==> src/rtl/rx_loss_pkg.sv <==
package rx_loss_pkg;

    // Field widths of the two tallies
    localparam int unsigned NOBUF_W = 16;
    localparam int unsigned FOVF_W  = 11;
    localparam int unsigned WORD_W  = 32;

    // Derived bit positions inside the status word
    localparam int unsigned NOBUF_LSB = 0;
    localparam int unsigned NOBUF_FLG = NOBUF_LSB + NOBUF_W;
    localparam int unsigned FOVF_LSB  = NOBUF_FLG + 1;
    localparam int unsigned FOVF_FLG  = FOVF_LSB + FOVF_W;
    localparam int unsigned USED_W    = FOVF_FLG + 1;

    function automatic logic [NOBUF_W-1:0] get_nobuf_cnt(input logic [WORD_W-1:0] w);
        return w[NOBUF_LSB +: NOBUF_W];
    endfunction

    function automatic logic get_nobuf_flg(input logic [WORD_W-1:0] w);
        return w[NOBUF_FLG];
    endfunction

    function automatic logic [FOVF_W-1:0] get_fovf_cnt(input logic [WORD_W-1:0] w);
        return w[FOVF_LSB +: FOVF_W];
    endfunction

    function automatic logic get_fovf_flg(input logic [WORD_W-1:0] w);
        return w[FOVF_FLG];
    endfunction

endpackage

==> src/rtl/rx_loss_sat_ctr.sv <==
module rx_loss_sat_ctr #(
    parameter int unsigned CNT_W = 16
) (
    input  logic             clk_i,
    input  logic             rst_ni,
    input  logic             inc_i,
    input  logic             clr_i,
    output logic [CNT_W-1:0] cnt_o,
    output logic             ovf_o
);

    localparam logic [CNT_W-1:0] MAX_V = {CNT_W{1'b1}};
    localparam logic [CNT_W-1:0] ONE_V = {{(CNT_W-1){1'b0}}, 1'b1};

    typedef struct packed {
        logic [CNT_W-1:0] cnt;
        logic             ovf;
    } ctr_t;

    ctr_t st_d, st_q;
    ctr_t base;

    always_comb begin
        // Start from the cleared state when a read closes the interval
        base = clr_i ? '0 : st_q;
        st_d = base;
        if (inc_i) begin
            if (base.cnt == MAX_V) begin
                st_d.ovf = 1'b1;
            end else begin
                st_d.cnt = base.cnt + ONE_V;
            end
        end
    end

    always_ff @(posedge clk_i or negedge rst_ni) begin
        if (!rst_ni) begin
            st_q <= '0;
        end else begin
            st_q <= st_d;
        end
    end

    assign cnt_o = st_q.cnt;
    assign ovf_o = st_q.ovf;

endmodule

==> src/rtl/rx_loss_pack.sv <==
module rx_loss_pack
    import rx_loss_pkg::*;
(
    input  logic [NOBUF_W-1:0] nobuf_cnt_i,
    input  logic               nobuf_ovf_i,
    input  logic [FOVF_W-1:0]  fovf_cnt_i,
    input  logic               fovf_ovf_i,
    output logic [WORD_W-1:0]  word_o
);

    always_comb begin
        word_o = '0;
        word_o[NOBUF_LSB +: NOBUF_W] = nobuf_cnt_i;
        word_o[NOBUF_FLG]            = nobuf_ovf_i;
        word_o[FOVF_LSB +: FOVF_W]   = fovf_cnt_i;
        word_o[FOVF_FLG]             = fovf_ovf_i;
    end

endmodule

==> src/rtl/rx_loss_stat_ctr.sv <==
module rx_loss_stat_ctr
    import rx_loss_pkg::*;
(
    input  logic        clk_i,
    input  logic        rst_ni,
    input  logic        nobuf_evt_i,
    input  logic        fifo_ovf_evt_i,
    input  logic        rd_i,
    output logic [31:0] stat_o
);

    logic [NOBUF_W-1:0] nobuf_cnt;
    logic               nobuf_ovf;
    logic [FOVF_W-1:0]  fovf_cnt;
    logic               fovf_ovf;

    rx_loss_sat_ctr #(.CNT_W(NOBUF_W)) nobuf_ctr_i (
        .clk_i  (clk_i),
        .rst_ni (rst_ni),
        .inc_i  (nobuf_evt_i),
        .clr_i  (rd_i),
        .cnt_o  (nobuf_cnt),
        .ovf_o  (nobuf_ovf)
    );

    rx_loss_sat_ctr #(.CNT_W(FOVF_W)) fovf_ctr_i (
        .clk_i  (clk_i),
        .rst_ni (rst_ni),
        .inc_i  (fifo_ovf_evt_i),
        .clr_i  (rd_i),
        .cnt_o  (fovf_cnt),
        .ovf_o  (fovf_ovf)
    );

    rx_loss_pack pack_i (
        .nobuf_cnt_i (nobuf_cnt),
        .nobuf_ovf_i (nobuf_ovf),
        .fovf_cnt_i  (fovf_cnt),
        .fovf_ovf_i  (fovf_ovf),
        .word_o      (stat_o)
    );

endmodule

==> config.mk <==
export PLATFORM = sky130hd
export DESIGN_NAME = rx_loss_stat_ctr
export DESIGN_NICKNAME = d
export VERILOG_FILES = /design/src/rtl/rx_loss_pkg.sv /design/src/rtl/rx_loss_sat_ctr.sv /design/src/rtl/rx_loss_pack.sv /design/src/rtl/rx_loss_stat_ctr.sv
export SDC_FILE = /design/constraint.sdc
export NUM_CORES = 1
export LEC_CHECK = 0
export ABC_AREA = 1
export BUFFER_PORTS_ARGS = -buffer_cell sky130_fd_sc_hd__buf_4
export CAP_MARGIN = 30
export CORE_AREA = 3 3 72 74
export DETAILED_ROUTE_END_ITERATION = 7
export DIE_AREA = 0 0 75 77
export PLACE_DENSITY = 0.74
export SKIP_CTS_REPAIR_TIMING = 1
export SLEW_MARGIN = 20
export SYNTH_ARGS = -nofsm -noshare
export SYNTH_HDL_FRONTEND = slang
export SYNTH_HIERARCHICAL = 1
export SYNTH_SLANG_ARGS = --single-unit
==> constraint.sdc <==
create_clock -name clk_i -period 3.9 [get_ports clk_i]
set_clock_uncertainty 0.05 [all_clocks]
set_input_delay 0 -clock clk_i [delete_from_list [all_inputs] [get_ports clk_i]]
set_output_delay 0 -clock clk_i [all_outputs]
set_load 0.02 [all_outputs]
# After elaboration in Yosys (flattened, before gate mapping)
# Index checks and enable logic that the tools add are counted.
op_classes:
  mux: 8
  addsub: 2
  eq_ne: 2
op_table:
  columns: ["cell", "count"]
  rows:
  - ["2-to-1 mux 17 bit", 2]
  - ["2-to-1 mux 12 bit", 2]
  - ["adder 16 x 1 -> 16 bit (second input constant)", 1]
  - ["== test 16 bit (second input constant)", 1]
  - ["2-to-1 mux 16 bit", 1]
  - ["adder 11 x 1 -> 11 bit (second input constant)", 1]
  - ["== test 11 bit (second input constant)", 1]
  - ["2-to-1 mux 11 bit", 1]
  - ["2-to-1 mux 1 bit", 2]
totals:
  wordCells: 16
  reg_bits: 29

# Longest topological paths before layout
depth:
  word_depth: 4
  depth_mapped: 13
  mapped_depth_nobuf: 12

# Modules after synthesis
# Netlist, hierarchy kept.
modules_own_cells:
  columns: ["module", "n_inst", "cells_per_inst", "area_per_inst_um2"]
  rows:
  - ["rx_loss_sat_ctr at nobuf_ctr_i", 1, 189, 1365.1]
  - ["rx_loss_sat_ctr at fovf_ctr_i", 1, 108, 820.8]
  - ["rx_loss_pack", 1, 33, 244.0]

# Worst setup path before layout
# OpenSTA, ideal clock, no wires.
synth_path:
  kind: "reg2reg"
  start: "reg nobuf_ctr_i.st_q (netlist bit nobuf_ctr_i/cnt_o[1])"
  end: "reg nobuf_ctr_i.st_q (netlist bit nobuf_ctr_i/cnt_o[12])"
  t_arrival_ns: 1.455
  stages_incl_launch_ff: 11
  path_slack_ns: 2.330
  required_ns: 3.785
  setup_ns: 0.065
  path_cell_list: "dfrtp_1 > inv_1 > nor2_1 > ha_1 > nand2_1 > nor2_4 > nand2_2 > nor2_2 > nand2_1 > or2_0 > nand2_1"
synth_rtl:
  columns: ["item", "line", "source"]
  rows:
  - ["from (decl)", "rx_loss_sat_ctr.sv:20", "ctr_t st_d, st_q;"]
  - ["from (signal assigned)", "rx_loss_sat_ctr.sv:40", "st_q <= st_d;"]

==> results.md <==
- Core Region: 4660 um2
- Share of cells above drive strength 1: 0.273
- Vias/cell: 5.00
- Syn Inst Count: 330
- CTS clk-pin slew, worst paths: 70 ps
- Cell variety after synth: 33
- Placer Congestion: 0.797
- Mux cell area share after synthesis: 0
- Worst-skew pair later-pin latency: 280 ps
- Compound-Gate Fraction of Synth Area: 0.0350
- Crit path top cell by count: nand2_1
- Crit path DAT: 1960 ps
- Largest net degree at the start of global routing: 30
- Clk sink count: 29
- Hold Violations, Final: 0
- Hold Path End: nobuf_ctr_i/cnt_o[11]
- Post-route ant nets: 0
- Fin crit share: 0.457
- Root Buffer Master: clkbuf_8
- Design area: approximately 2600 um2
- Cells along the critical path: inv_1 > nor2_1 > ha_1 > nand2_1 > nor2_4 > nand3_2 > inv_2 > nand3_4 > nand3_1 > nand2_1 > nand2_1
- Vias: 1955
- Max-Cap Viols: 0
- Die Span Y: 77 um
- Layout area overhead: 6.44%
- RSZ-0062 raised after global routing: no
- Adder-Cell Fraction of Synth Area: 0.0103
- Hold Startpoint: nobuf_evt_i
- Clock Path Buffers: 2
- Initial Util: 0.521
- TritonCTS clock tree: done
- Setup WS post-layout: 2120 ps
- Setup-violating endpoint count in the final report: 0
- Synth Area in Simple Gates: 0.433
- Synthesized cell area: 2430 um2
- Die area: 5780 um2
- Area leader, netlist: dfrtp_1
- Dpl ws: ~2200 ps
- Grt total ovfl: 0
- IO Port Bufs: 33
- Data required, critical path: 4080 ps
- Vias in the first global route: 1909
- CTS Buf Count: 5
- Startpoint Class: flip-flop
- Synth warnings: 6
- DP Wirelength: 3580 um
- Initial DRC count: 151
- Met2 WL: 2410 um
- Final net count: ~340
- F_max: 561 MHz
- Pwr dens: 270 nW/um2
- Seq/Total Area, Yosys: 0.299
- Yosys top cell area share: 0.299
- Drc violations: 0
- Family with the most delay on the worst path: simple AND/OR/NAND/NOR gates
- Drt pass-1 iters: 4
- Synth area leaders: dfrtp_1, nand2_1, buf_4
- Hold Crit Depth: 3
- Worst min path class: input port to flip-flop
- H-tree depth: 2
- Reg2reg start: nobuf_ctr_i/cnt_o[1]
- Crit end category: flip-flop
- Leakage power: 1.30 nW
- Worst R2R Setup Slack: 2120 ps
- FF-to-FF path depth: 11
- Top Metal Used: met4
- DRT Wirelength: 4800 um
- Commonest non-fill, non-tap cell in the layout: nand2_1
- I/O pins: 37
- Largest family of logic cells by synthesized area: simple AND/OR/NAND/NOR gates
- Total GRT Usage: 0.188
- Met1 WL: between 2000 and 2500 um
- Critical path's largest stage delay: 370 ps
- Crit Path Max Fanout: 7
- Crit path time final: 1780 ps
- Routed wl met3: 184 um
- Ant diodes: 0
- Setup TNS: 0 ps
- Critical path class: flip-flop to flip-flop
- Seq cells post-synth: 29
- CP max stage cell: dfrtp_1
- Fin. max-slew vios: 0
- Chip Width: roughly 75 um
- XOR/XNOR Fraction of Synth Area: 0.0288
- Initial antenna violation count: 0
- Commonest cells after routing, fill and taps aside: nand2_1, inv_1, buf_4, dfrtp_1, nand3_1
- Std-Cell Rows: 25
- Worst reg2reg endpoint: nobuf_ctr_i/cnt_o[9]
- Global-route wire length before repair: between 8000 and 9000 um
- CP Depth: 11
- DP Area: 2450 um2
- Worst path bufs/invs: 2
- Worst vdd ir: 0.260 mV
- Syn_area_per_cell: 7.36 um2
- WL per Instance: 12.3 um
- Outcome: finished, final reports clean
- Fin util: 0.555
[tightest hold or removal path, stage by stage]
cell and delay, ps:
buf_4 190, nand2_1 80, nand2_1 40
[stage by stage]
step           hold slack (ps)  cells  total power [mW]
2_1_floorplan             -346    332             0.368
3_3_place_gp             -96.7    381             0.378
3_5_place_dp             -94.2    381             0.379
4_1_cts                   -410    389             0.711
6_report                  9.46    391             0.699
5_1_grt                   15.8    391             0.733
[cell usage after synthesis]
library cell / number
xor2_1: 6
nor2_4: 12
ha_1: 2
nand2_2: 10
dfrtp_1: 29
a21oi_1: 1
nor2_1: 24
nor2_2: 9
o21ai_0: 8
conb_1: 1
o21ai_1: 8
nand4_1: 5
nand2_4: 7
inv_2: 5
clkinv_1: 1
nor3_2: 1
nand3_2: 4
or2_0: 1
nand2_1: 88
nand4_4: 1
inv_1: 34
buf_2: 1
xnor2_1: 2
clkbuf_1: 1
nor3_1: 1
nand3b_1: 1
buf_6: 3
and2_1: 1
buf_4: 32
inv_12: 1
buf_12: 1
nand3_4: 2
nand3_1: 27
[worst max-delay path by stage]
stage                          from                     to  slack (ps)
5_1_grt        nobuf_ctr_i/cnt_o[1]   nobuf_ctr_i/cnt_o[9]        1940
3_5_place_dp   nobuf_ctr_i/cnt_o[1]  nobuf_ctr_i/cnt_o[12]        2170
2_1_floorplan  nobuf_ctr_i/cnt_o[1]  nobuf_ctr_i/cnt_o[12]        2330
4_1_cts        nobuf_ctr_i/cnt_o[1]  nobuf_ctr_i/cnt_o[12]        2120
6_report       nobuf_ctr_i/cnt_o[1]   nobuf_ctr_i/cnt_o[9]        2120
3_3_place_gp   nobuf_ctr_i/cnt_o[1]  nobuf_ctr_i/cnt_o[12]        2230
[state kept, by name (all words and copies together) (netlist names)]
register,count
nobuf_ctr_i/cnt_o,16
fovf_ctr_i/ovf_o,1
nobuf_ctr_i/ovf_o,1
fovf_ctr_i/cnt_o,11
[cell type report]
| cell class | instances | area (um2) |
|---|---|---|
| well taps | 54 | 67.6 |
| inverters | 41 | 166 |
| fillers | 434 | 2070 |
| clock inverters | 1 | 30.0 |
| repair buffers | 35 | 268 |
| flip-flops and latches | 29 | 726 |
| multi-input cells | 224 | 1240 |
| clock buffers | 7 | 86.3 |
[cell families after synthesis]
kind of cell / Yosys count
other: 1
adders and majority gates: 2
xor gates and xnor gates: 8
and+or+nand+nor: 194
buffers and inverters: 79
DFF: 29
AOI/OAI and AO/OA: 17
[where the power goes]
group / internal [mW] / leakage [nW] / switching, mW
sequential: 0.306 / 0.399 / 0.00536
clock: 0.208 / 0.0585 / 0.117
combinational: 0.0186 / 0.846 / 0.0440
[metal layers]
layer	vias up	global-route usage
met5	-	0
met2	39	0.314
li1	998	-
met3	6	0.0419
met4	0	0.0623
met1	912	0.235
Note: power is estimated with default switching activity, not from simulation.
